$ cat config.mk
export PLATFORM = sky130hd
export DESIGN_NAME = audio_rx_slotter
export DESIGN_NICKNAME = d
export VERILOG_FILES = /design/src/rtl/aurx_pkg.sv /design/src/rtl/aurx_fifo.sv /design/src/rtl/aurx_slot_route.sv /design/src/rtl/aurx_dma_regs.sv /design/src/rtl/audio_rx_slotter.sv
export SDC_FILE = /design/constraint.sdc
export NUM_CORES = 1
export LEC_CHECK = 0
export BUFFER_PORTS_ARGS = -buffer_cell sky130_fd_sc_hd__buf_2
export CAP_MARGIN = 20
export CORE_ASPECT_RATIO = 1.1
export CORE_MARGIN = 1
export CORE_UTILIZATION = 50
export CTS_CLUSTER_DIAMETER = 30
export DETAILED_ROUTE_END_ITERATION = 7
export PLACE_DENSITY = 0.7
export SYNTH_ARGS = -nofsm -noshare
export SYNTH_HDL_FRONTEND = slang
export SYNTH_SLANG_ARGS = --single-unit
$ cat constraint.sdc
create_clock -name clk -period 4.8 [get_ports clk]
set_clock_uncertainty 0.2 [all_clocks]
set_input_delay 0.72 -clock clk [delete_from_list [all_inputs] [get_ports clk]]
set_output_delay 0.72 -clock clk [all_outputs]
set_load 0.05 [all_outputs]
$ cat src/rtl/aurx_pkg.sv
package aurx_pkg;
   // Control/status word field positions.
   localparam int unsigned CSR_W      = 16;
   localparam int unsigned B_AFULL    = 0;
   localparam int unsigned B_FULL     = 1;
   localparam int unsigned B_EMPTY    = 2;
   localparam int unsigned B_OVF      = 3;
   localparam int unsigned F_EN_LO    = 4;
   localparam int unsigned F_DMA_LO   = 8;
   localparam int unsigned F_LIM_LO   = 12;
   localparam int unsigned FIELD_W    = 4;
   localparam logic [CSR_W-1:0] CSR_RST = 16'h0004;

   typedef enum logic [1:0] {
      RT_DROP = 2'd0,
      RT_FIFO = 2'd1,
      RT_DMA  = 2'd2
   } route_e;

   typedef struct packed {
      logic [FIELD_W-1:0] limit;
      logic [FIELD_W-1:0] dma_mask;
      logic [FIELD_W-1:0] en_mask;
      logic               ovf;
   } ctl_t;
endpackage

$ cat src/rtl/aurx_fifo.sv
module aurx_fifo #(
   parameter int unsigned DW = 16,
   parameter int unsigned AW = 4
) (
   input  logic          clk,
   input  logic          rst_n,
   input  logic          push,
   input  logic [DW-1:0] wdata,
   input  logic          pop,
   output logic [DW-1:0] rdata,
   output logic          full,
   output logic          empty,
   output logic          ovf_evt,
   output logic [AW:0]   count
);
   localparam int unsigned DEPTH = 1 << AW;

   logic [DW-1:0] mem [DEPTH];
   logic [AW-1:0] wp, rp;
   logic          last_wr;
   logic          do_push, do_pop, same;

   assign same    = (wp == rp);
   assign full    = same &&  last_wr;
   assign empty   = same && !last_wr;
   assign do_push = push && !full;
   assign do_pop  = pop  && !empty;
   assign ovf_evt = push &&  full;
   assign rdata   = mem[rp];
   assign count   = full ? (AW+1)'(DEPTH) : {1'b0, wp - rp};

   always_ff @(posedge clk or negedge rst_n) begin
      if (!rst_n) begin
         wp      <= '0;
         rp      <= '0;
         last_wr <= 1'b0;
      end else begin
         if (do_push) wp <= wp + 1'b1;
         if (do_pop)  rp <= rp + 1'b1;
         if (do_push && !do_pop)      last_wr <= 1'b1;
         else if (do_pop && !do_push) last_wr <= 1'b0;
      end
   end

   always_ff @(posedge clk) begin
      if (do_push) mem[wp] <= wdata;
   end
endmodule

$ cat src/rtl/aurx_slot_route.sv
module aurx_slot_route #(
   parameter int unsigned NSLOT = 4,
   localparam int unsigned SLW  = $clog2(NSLOT)
) (
   input  logic             vld,
   input  logic [SLW-1:0]   slot,
   input  logic [SLW:0]     slot_cnt,
   input  logic [NSLOT-1:0] en_mask,
   input  logic [NSLOT-1:0] dma_mask,
   output logic             fifo_push,
   output logic [NSLOT-1:0] dma_wr
);
   import aurx_pkg::*;

   route_e sel [NSLOT];
   logic [NSLOT-1:0] to_fifo;

   for (genvar n = 0; n < NSLOT; n++) begin : g_slot
      logic hit;
      assign hit = vld && (slot == SLW'(n)) && ((SLW+1)'(n) < slot_cnt);
      always_comb begin
         if (!hit || !en_mask[n]) sel[n] = RT_DROP;
         else if (dma_mask[n])    sel[n] = RT_DMA;
         else                     sel[n] = RT_FIFO;
      end
      assign dma_wr[n]  = (sel[n] == RT_DMA);
      assign to_fifo[n] = (sel[n] == RT_FIFO);
   end

   assign fifo_push = |to_fifo;
endmodule

$ cat src/rtl/aurx_dma_regs.sv
module aurx_dma_regs #(
   parameter int unsigned DW    = 16,
   parameter int unsigned NSLOT = 4
) (
   input  logic                clk,
   input  logic                rst_n,
   input  logic [NSLOT-1:0]    wr,
   input  logic [DW-1:0]       wdata,
   input  logic [NSLOT-1:0]    rd,
   input  logic [NSLOT-1:0]    req_en,
   output logic [NSLOT*DW-1:0] data,
   output logic [NSLOT-1:0]    req
);
   for (genvar n = 0; n < NSLOT; n++) begin : g_reg
      logic [DW-1:0] hold;
      logic          loaded;
      always_ff @(posedge clk or negedge rst_n) begin
         if (!rst_n) begin
            hold   <= '0;
            loaded <= 1'b0;
         end else if (wr[n]) begin
            hold   <= wdata;
            loaded <= 1'b1;
         end else if (rd[n]) begin
            loaded <= 1'b0;
         end
      end
      assign data[n*DW +: DW] = hold;
      assign req[n]           = loaded && req_en[n];
   end
endmodule

$ cat src/rtl/audio_rx_slotter.sv
module audio_rx_slotter #(
   parameter int unsigned DW    = 16,
   parameter int unsigned AW    = 4,
   parameter int unsigned NSLOT = 4,
   localparam int unsigned SLW  = $clog2(NSLOT)
) (
   input  logic                clk,
   input  logic                rst_n,
   input  logic                word_vld,
   input  logic [DW-1:0]       word_data,
   input  logic [SLW-1:0]      word_slot,
   input  logic [SLW:0]        slot_cnt,
   input  logic                csr_wr_en,
   input  logic [15:0]         csr_wr_data,
   output logic [15:0]         csr_rd_data,
   input  logic                fifo_rd,
   output logic [DW-1:0]       fifo_rd_data,
   input  logic [NSLOT-1:0]    dma_en,
   input  logic [NSLOT-1:0]    dma_rd,
   output logic [NSLOT*DW-1:0] dma_data,
   output logic [NSLOT-1:0]    dma_req,
   input  logic                irq_en,
   output logic                rx_irq
);
   import aurx_pkg::*;

   initial begin
      if (NSLOT != FIELD_W) $error("NSLOT must match the 4-bit mask fields");
      if (AW < 4 || AW > 8) $error("AW must lie in 4..8");
      if (DW < 1)           $error("DW must be positive");
   end

   ctl_t          ctl;
   logic          push, full, empty, ovf_evt, afull;
   logic [AW:0]   count;
   logic [NSLOT-1:0] dma_wr;

   aurx_slot_route #(.NSLOT(NSLOT)) u_route (
      .vld       (word_vld),
      .slot      (word_slot),
      .slot_cnt  (slot_cnt),
      .en_mask   (ctl.en_mask),
      .dma_mask  (ctl.dma_mask),
      .fifo_push (push),
      .dma_wr    (dma_wr)
   );

   aurx_fifo #(.DW(DW), .AW(AW)) u_fifo (
      .clk     (clk),
      .rst_n   (rst_n),
      .push    (push),
      .wdata   (word_data),
      .pop     (fifo_rd),
      .rdata   (fifo_rd_data),
      .full    (full),
      .empty   (empty),
      .ovf_evt (ovf_evt),
      .count   (count)
   );

   aurx_dma_regs #(.DW(DW), .NSLOT(NSLOT)) u_dma (
      .clk    (clk),
      .rst_n  (rst_n),
      .wr     (dma_wr),
      .wdata  (word_data),
      .rd     (dma_rd),
      .req_en (dma_en),
      .data   (dma_data),
      .req    (dma_req)
   );

   always_ff @(posedge clk or negedge rst_n) begin
      if (!rst_n) begin
         ctl <= '0;
      end else begin
         if (csr_wr_en) begin
            ctl.limit    <= csr_wr_data[F_LIM_LO +: FIELD_W];
            ctl.dma_mask <= csr_wr_data[F_DMA_LO +: FIELD_W];
            ctl.en_mask  <= csr_wr_data[F_EN_LO  +: FIELD_W];
         end
         if (ovf_evt)
            ctl.ovf <= 1'b1;
         else if (csr_wr_en && csr_wr_data[B_OVF])
            ctl.ovf <= 1'b0;
      end
   end

   assign afull       = !empty && (count == {{(AW-3){1'b0}}, ctl.limit});
   assign csr_rd_data = {ctl.limit, ctl.dma_mask, ctl.en_mask, ctl.ovf, empty, full, afull};
   assign rx_irq      = irq_en && !empty;
endmodule

== Word level (Yosys, flattened, before mapping) ==
Memory sizes are Yosys's and may differ from the RTL's.
Cells that the tools add are included.

* Add/sub/neg operators: 3
* Order comparisons: 4
* Eq/ne operators: 13
* Mux-type cells: 23
* Reduce and logical (&&, ||, !) cells: 47

{| class="wikitable"
|+ Operators with widths
! kind !! number
|-
| logical AND 1 bit || 22
|-
| 2-to-1 mux 2 bit || 8
|-
| 2-to-1 mux 1 bit || 14
|-
| logical NOT 1 bit || 13
|-
| equality test 2 bit (second input constant) || 6
|-
| nonzero test 2 bit || 6
|-
| equality test 2 x 1 -> 1 bit (second input constant) || 5
|-
| adder 4 x 1 -> 4 bit (second input constant) || 2
|-
| < comparator 1 x 3 -> 1 bit (first input constant) || 2
|-
| < comparator 2 x 3 -> 1 bit (first input constant) || 2
|-
| equality test 5 x 4 -> 1 bit || 1
|-
| 2-to-1 mux 5 bit || 1
|-
| equality test 4 bit || 1
|-
| logical OR 1 bit || 4
|-
| OR reduction 4 bit || 1
|-
| subtractor 4 bit || 1
|-
| logical NOT 2 bit || 1
|}

* Register bits: 90
* Memory bits (writable): 256
* Input port bits: 51
* Word-level logic and storage cells: 106
* Memories kept: 1

{| class="wikitable"
|+ Memory list
! name !! depth !! width !! rd ports !! clocked after Yosys merged registers in !! write ports !! line !! RTL
|-
| u_fifo.mem || 16 || 16 || 1 || 0 || 1 || aurx_fifo.sv:18 || <nowiki>logic [DW-1:0] mem [DEPTH];</nowiki>
|}

== Longest topological paths before layout ==
Gate-level depths: netlist of the first run.

* Depth in word-level cells: 13
* Depth in mapped cells: 11
* Depth with buffers taken out: 8

== Cells and area by module ==
From an unflattened synthesis of the first run, not the netlist that was laid out.

* Cell total of the unflattened synthesis: 786
* Area total of the unflattened synthesis: 14109.8 µm²

{| class="wikitable"
|+ By module, submodules not included
! module !! instances !! cells an instance !! area each (µm²)
|-
| aurx_fifo || 1 || 572 || 10667.7
|-
| aurx_dma_regs || 1 || 152 || 2757.6
|-
| audio_rx_slotter || 1 || 42 || 565.5
|-
| aurx_slot_route || 1 || 20 || 118.9
|}

== Worst setup path before layout of the first run ==
No wires, ideal clock.

* Kind: register to register
* Start point: reg u_fifo.rp[2]
* End point: mem u_fifo.mem[12][0] (enable)
* Library setup time: 387 ps
* Data arrival time: 2698 ps
* Path slack: 1515 ps
* Cell stages (with the launch flop): 10
* Path buffers: 3
* Cells stage by stage: dfrtp_1 > buf_2 > buf_2 > inv_1 > ha_1 > and3_1 > nand3_1 > inv_2 > buf_2 > nor3_2

* Longest elaborated chain between the ends: 6

{| class="wikitable"
|+ Ends and longest elaborated chain
! what !! line !! RTL
|-
| start: declaration || aurx_fifo.sv:19 || <nowiki>logic [AW-1:0] wp, rp;</nowiki>
|-
| start signal: assignment || aurx_fifo.sv:39 || <nowiki>if (do_pop) rp <= rp + 1'b1;</nowiki>
|-
| equality test 4 bit || aurx_fifo.sv:23 || <nowiki>assign same = (wp == rp);</nowiki>
|-
| logical AND 1 bit || aurx_fifo.sv:24 || <nowiki>assign full = same && last_wr;</nowiki>
|-
| named net full || audio_rx_slotter.sv:34 || <nowiki>logic push, full, empty, ovf_evt, afull;</nowiki>
|-
| logical NOT 1 bit || aurx_fifo.sv:26 || <nowiki>assign do_push = push && !full;</nowiki>
|-
| logical AND 1 bit || aurx_fifo.sv:26 ||
|-
| 2-to-1 mux 1 bit || aurx_fifo.sv:46 || <nowiki>if (do_push) mem[wp] <= wdata;</nowiki>
|-
| 2-to-1 mux 1 bit (not written as such) || aurx_fifo.sv:46 ||
|-
| end: declaration || aurx_fifo.sv:18 ||
|}

The timed path passes the listed nets, and every way through them passes these cells.

== Worst setup path after layout of the first run ==
* Start point: reg u_fifo.wp[2]
* End point: out csr_rd_data[0]

* Longest elaborated chain between the ends: 5
* Elaborated cells on any way between the ends: 8
* Classes of those cells: 1 x add/sub; 2 x eq/ne; 1 x mux; 4 x reduce/logical

{| class="wikitable"
|+ Ends and longest elaborated chain
! what !! line !! RTL
|-
| start: declaration || aurx_fifo.sv:19 ||
|-
| start signal: assignment || aurx_fifo.sv:38 || <nowiki>if (do_push) wp <= wp + 1'b1;</nowiki>
|-
| branches (longest 4 deep; another with subtractor 4 bit) || - ||
|-
| logical AND 1 bit * || audio_rx_slotter.sv:88 || <nowiki>assign afull = !empty && (count == {{(AW-3){1'b0}}, ctl.limit});</nowiki>
|-
| end: declaration || audio_rx_slotter.sv:15 || <nowiki>output logic [15:0] csr_rd_data,</nowiki>
|}

Mark *: on every way between the ends.

==> results of run 1 <==
[final cells by class]
cell class | instances | area [um^2] | share of cell area [%]
sequential | 346 | 9940 | 59.0
multi-input combinational | 290 | 3610 | 21.4
clock buffer | 63 | 1470 | 8.71
timing repair buffer | 170 | 923 | 5.47
tap | 357 | 447 | 2.65
clock inverter | 38 | 425 | 2.52
inverter | 13 | 48.8 | 0.289
[final timing paths]
check	to	cells past startpoint
worst max-delay path	csr_rd_data[0]	7
worst max register to register	u_fifo.last_wr	7
min in group asynchronous	csr_rd_data[6]	2
worst min-delay path	u_dma.g_reg[3].loaded	2
max in group asynchronous	u_dma.g_reg[0].hold[15]	3
worst min register to register	csr_rd_data[3]	2
[metal layers]
metal / wire length [um] / vias to the layer above / GRT usage, %
met5: 0 / - / 0
met4: 605 / 0 / 6.59
met3: 1800 / 48 / 4.35
met2: 15200 / 271 / 36.7
met1: 11600 / 3757 / 27.3
li1: - / 3140 / -
[worst max-delay path, cell delays in order, from the launching register on]
cell and delay [ns]:
dfrtp_1 0.51, ha_1 0.45, and3_1 0.23, nand3_1 0.22
inv_2 0.51, a22oi_1 0.18, a21oi_1 0.16, buf_2 0.27
[cells in the mapped netlist, types with 6 or more instances]
library cell    n
edfxtp_1      256
dfrtp_1        90
mux2_2         77
mux4_2         77
nand2_1        26
nor3_2         16
buf_2          14
inv_1          12
nand3_1        12
clkbuf_1        9
ha_1            9
nor2_1          9
buf_6           6
o21ai_0         6
[kinds of logic after synthesis]
group                      Yosys count  synth area share (%)
buffers and inverters               46                  1.87
AOI/OAI and AO/OA                   26                  1.31
adders and majority gates           10                 0.961
muxes                              157                  19.4
xor gates and xnor gates             8                 0.616
and+or+nand+nor                     89                  3.84
DFF                                346                  72.0
[sequential cells by signal, indices dropped and copies added (netlist names)]
register        cells
u_fifo.rp           4
u_dma.g.hold       64
u_fifo.wp           4
csr_rd_data        13
u_fifo.last_wr      1
u_fifo.mem        256
u_dma.g.loaded      4
[stage by stage]
| stage | power, mW | area, um^2 | hold WS, ns | utilization, % | worst slack (ns) |
|---|---|---|---|---|---|
| finish | 10.9 | 16900 | 0.158 | 62.4 | 0.786 |
| global placement | 6.92 | 15000 | 0.260 | 55.3 | 1.48 |
| global route | 11.3 | 16900 | 0.171 | 62.4 | 0.614 |
| detailed placement | 7.00 | 15000 | 0.288 | 55.3 | 1.39 |
| floorplan | 6.29 | 13800 | 0.224 | - | 1.51 |
| CTS | 11.0 | 16900 | 0.142 | 62.4 | 0.794 |
[report_power, final]
group / switching (mW) / leakage, nW / total (mW) / internal, mW
Sequential: 0.126 / 3.42 / 3.57 / 3.44
Clock: 1.41 / 0.930 / 3.96 / 2.55
Combinational: 2.12 / 2.00 / 3.34 / 1.21
Total: 3.66 / 6.35 / 10.9 / 7.20
==> flow_summary.json, run 1 <==
{
  "crit_path_start_kind": "flop",
  "max_slew_margin_pct": 37.6,
  "synth-seq-cells": 346,
  "antenna_found_initial": 0,
  "cts_setup_buffers": 0,
  "routed_wl_um": 29100,
  "first_iter_violations": 654,
  "r2r_start": "u_fifo.wp[2]",
  "hp-start": "dma_rd[3]",
  "layout_common_cells": "edfxtp_1 (256), buf_2 (147), dfrtp_1 (88), mux4_2 (77), mux2_2 (77)",
  "critPathRequiredTime_ns": 3.88,
  "synth_top_area_share_pct": 55.7,
  "via_count": 7216,
  "yosysWarnings": 0,
  "hold_path_class": "in2reg",
  "arrival_ns": 3.09,
  "cts-resized-gates": 0,
  "ios": 152,
  "syn-cell-area_um2": 13800,
  "start_util_pct": 51.1,
  "rsz0062_at_grt": "false",
  "setup_viol": 0,
  "dieArea_um2": 28300,
  "grt_pass1_wl_um": 45000,
  "slew_violations": 0,
  "synthDistinctLibCells": 47,
  "cts_buffer_depth": 3,
  "ys_seq_area_share_pct": 72.0,
  "clock-sinks": 346,
  "cp-end-kind": "output port",
  "h-tree-depth": 2,
  "p_per_area_nw_per_um2": 644,
  "die_x_um": 160,
  "crit_start": "u_fifo.wp[2]",
  "layout.nets": 936,
  "die_y_um": 176,
  "grt_max_degree": 68,
  "overflow": 0,
  "worst-path-max-fanout": 25,
  "drc": 0,
  "p_leak_nw": 6.35,
  "irDropWorstVdd_uv": 504,
  "post-route-period-util_pct": 83.6,
  "n_fill_cell": 1836,
  "coreArea_um2": 27000,
  "root_buffer": "clkbuf_16",
  "dp_cells": 1175,
  "n_antenna_cell": 0,
  "drive_gt1_share_pct": 47.7,
  "via_per_inst": 5.65,
  "path_clk_slew_ns": 0.05,
  "io_buffers": 148,
  "maxCapViolations": 0,
  "grt_usage_pct": 21.3,
  "finalHoldViolations": 0,
  "cts_tree": "built",
  "period_needed_ns": 4.01,
  "synth_nets": 743,
  "dp_hpwl_um": 16500,
  "final_common_cell": "edfxtp_1",
  "tightest_slew_ns": 0.935,
  "rows": 63,
  "synthTopCellsByArea": "edfxtp_1 (56%), dfrtp_1 (16%), mux4_2 (13%)",
  "synth_edf_count": 256,
  "synth_flop_cell": "edfxtp_1",
  "first_pass_iters": 5,
  "stdcell_count": 1277,
  "fmax_ghz": 0.249,
  "grt_pass1_vias": 7801,
  "wl_per_cell_um": 22.8,
  "rrSetupSlack_ns": 1.78,
  "async_reset_ff_share_pct": 26.0,
  "syn_area_per_cell_um2": 20.2,
  "synthCells": 682,
  "area_growth_pct": 22.2,
  "crit_type": "reg2out",
  "routabilityCongestion": 0.863,
  "clock_latency_ns": 0.55,
  "ctsHoldBuffers": 1,
  "yosysTopAreaCell": "edfxtp_1",
  "ant_nets": 0,
  "finalSetupTns_ns": 0,
  "cts_buffers": 54,
  "outcome": "finished clean"
}
No activity file was read; power rests on OpenSTA's default activity.
==> run 2: changes to the inputs <==
--- a/config.mk
+++ b/config.mk
@@ -5,6 +5,7 @@
 export SDC_FILE = /design/constraint.sdc
 export NUM_CORES = 1
 export LEC_CHECK = 0
+export ABC_AREA = 1
 export BUFFER_PORTS_ARGS = -buffer_cell sky130_fd_sc_hd__buf_2
 export CAP_MARGIN = 20
 export CORE_ASPECT_RATIO = 1.1
==> constraint.sdc (replaced) <==
create_clock -name clk -period 3.9 [get_ports clk]
set_clock_uncertainty 0.2 [all_clocks]
set_input_delay 0.585 -clock clk [delete_from_list [all_inputs] [get_ports clk]]
set_output_delay 0.585 -clock clk [all_outputs]
set_load 0.05 [all_outputs]
==> run 2 against run 1 <==
Area after synthesis up 0.84%. First-iteration DRC count up 31%. Global-route usage up 3.5 points. Die area up 0.83%. Power up 40%. Via count up 35%. Clock-buffer cell count up 15. Sequential share of layout area down 2.3 points. Utilization up 2.2 points. Register-to-register slack worse by 0.99 ns. Critical path depth up 2. Synthesized cell count up 71%. Critical endpoint unchanged.
==> flow_summary.json, run 2 <==
{
  "io_buffers": 148,
  "worstReg2RegEnd": "u_fifo.mem[14][10]",
  "p_leak_nw": 6.99,
  "slowest_delay_ns": 0.53,
  "synth_edf_count": 256,
  "cp_cell_sequence": "inv_2 > buf_4 > fa_1 > nand3_1 > nand2_1 > nor2_1 > nand2_1 > nor2_1 > buf_2",
  "cts_tree": "built",
  "synth_most_common_cell": "edfxtp_1",
  "arrival_ns": 2.69,
  "synthDistinctLibCells": 28,
  "setup_viol": 0,
  "stdcell_count": 1759,
  "area_growth_pct": 26.1,
  "ios": 152,
  "hold_path_depth": 2,
  "cts_setup_buffers": 0,
  "rows": 63,
  "overflow": 0,
  "clock_latency_ns": 0.55,
  "crit_path_start_kind": "flop",
  "p_per_area_nw_per_um2": 864,
  "syn_area_per_cell_um2": 11.9,
  "cp_num_buf_inv": 3,
  "async_reset_ff_share_pct": 26.0,
  "yosysWarnings": 0,
  "routed_wl_um": 34900,
  "r2r_start": "u_fifo.wp[0]",
  "synth_top_area_share_pct": 55.2,
  "cts_buffers": 69,
  "r2r_cells": 7,
  "root_buffer": "clkbuf_16",
  "die_y_um": 177,
  "grt_pass1_wl_um": 53600,
  "largest_register_ffs": 256,
  "h-tree-depth": 3,
  "cts_buffer_depth": 3,
  "crit_type": "reg2out",
  "final_core_util_pct": 64.6,
  "start_util_pct": 51.2,
  "ant_nets": 0,
  "period_needed_ns": 3.47,
  "synthCells": 1167,
  "via_count": 9734,
  "via_per_inst": 5.53,
  "synth_nets": 1228,
  "coreArea_um2": 27200,
  "slowest_stage": "fa_1",
  "grt_usage_pct": 24.8,
  "syn-cell-area_um2": 13900,
  "post-route-period-util_pct": 89.0,
  "dp_hpwl_um": 19800,
  "ys_top_cells_by_count": "edfxtp_1 (256), nor2_1 (200), o21ai_0 (178), nand2_1 (144), dfrtp_1 (90)",
  "die_x_um": 161,
  "grt_pass1_vias": 9710,
  "critPathRequiredTime_ns": 3.12,
  "final_common_cell": "edfxtp_1",
  "yosysTopAreaCell": "edfxtp_1",
  "maxCapViolations": 0,
  "irDropWorstVdd_uv": 577,
  "layout_common_cells": "edfxtp_1 (256), nor2_1 (184), o21ai_0 (178), buf_2 (147), nand2_1 (144)",
  "cts-resized-gates": 0,
  "drive_gt1_share_pct": 23.4,
  "grt_max_degree": 129,
  "rrSetupSlack_ns": 0.79,
  "slew_violations": 0,
  "wl_per_cell_um": 19.8,
  "first_pass_iters": 5,
  "finalSetupTns_ns": 0,
  "cp-end-kind": "output port",
  "first_iter_violations": 855,
  "largest-register": "u_fifo.mem",
  "cp_top_family": "buffers and inverters",
  "drc": 0,
  "outcome": "finished clean",
  "layout.nets": 1405,
  "worst-path-max-fanout": 46,
  "rsz0062_at_grt": "false",
  "clock-sinks": 346,
  "tightest_slew_ns": 1.15,
  "synthTopCellsByArea": "edfxtp_1 (55%), dfrtp_1 (16%), o21ai_0 (6.4%)",
  "synth_flop_cell": "edfxtp_1",
  "finalHoldViolations": 0,
  "max_slew_margin_pct": 23.2,
  "hold_path_class": "in2reg",
  "hp-start": "dma_rd[1]",
  "path_clk_slew_ns": 0.05,
  "whs_endpoint": "u_dma.g_reg[1].loaded",
  "ys_seq_area_share_pct": 71.4,
  "dieArea_um2": 28500,
  "fmax_ghz": 0.288,
  "antenna_found_initial": 3,
  "routabilityCongestion": 0.779,
  "synth-seq-cells": 346,
  "dp_cells": 1624
}
[run 2: how the worst max path moves through the flow]
stage / startpoint / endpoint / slack [ns] / cells after the start
after CTS: u_fifo.rp[1] / csr_rd_data[0] / 0.41 / 9
after detailed placement: word_slot[0] / u_fifo.mem[4][10] / 0.66 / 8
after global placement: word_slot[1] / u_fifo.mem[2][14] / 0.64 / 8
final: u_fifo.rp[1] / csr_rd_data[0] / 0.43 / 9
after global routing: u_fifo.rp[1] / fifo_rd_data[1] / 0.25 / 6
after floorplan: u_fifo.rp[2] / u_fifo.mem[13][0] / 0.95 / 10
[run 2: report_power, final]
part	leakage, nW	total (mW)	switching, mW	internal [mW]
clock	1.18	6.06	1.99	4.07
sequential	3.45	4.42	0.177	4.24
combinational	2.36	4.69	3.50	1.19
[run 2: kinds of logic (layout without fill, tap and decap cells)]
logic type | count (synthesis) | in the layout | share of synthesized area, %
and+or+nand+nor | 401 | 401 | 11.5
DFF | 346 | 346 | 71.4
AOI/OAI and AO/OA | 271 | 271 | 11.1
buffers and inverters | 125 | 357 | 4.12
adders and majority gates | 10 | 10 | 0.953
xor gates and xnor gates | 7 | 7 | 0.440
muxes | 7 | 7 | 0.566
other | 0 | 3 | 0
[run 2: repair_timing]
item / in CTS / in global routing
hold endpoints to repair: 52 / 0
setup endpoints to repair: 0 / 0
hold buffers: 1 / 0
[run 2: area by class of cell]
cell class / instances / area [um^2]
well taps: 357 / 447
flip-flops and latches: 346 / 9940
inverters: 53 / 203
fillers: 1981 / 9640
clock inverters: 48 / 561
clock buffers: 78 / 1870
diodes: 3 / 7.51
multi-input cells: 696 / 3450
repair buffers: 178 / 1070
[run 2: metrics by stage]
step                      hold WS (ns)  power (mW)  instance area [um^2]  setup slack [ns]
after floorplan                 0.0894        7.95                 13900             0.949
after global placement           0.262        9.08                 15000             0.644
after detailed placement         0.266        9.15                 15000             0.663
after CTS                      0.00597        15.2                 17500             0.406
after global routing            0.0164        15.8                 17600             0.248
final                           0.0184        15.2                 17600             0.428
[run 2: routing by layer]
metal / vias to the layer above / routed length (um) / global-route usage, %
met2: 424 / 16500 / 39.3
li1: 4503 / - / -
met1: 4748 / 14800 / 32.4
met3: 59 / 2920 / 7.36
met5: - / 0 / 0
met4: 0 / 692 / 9.00
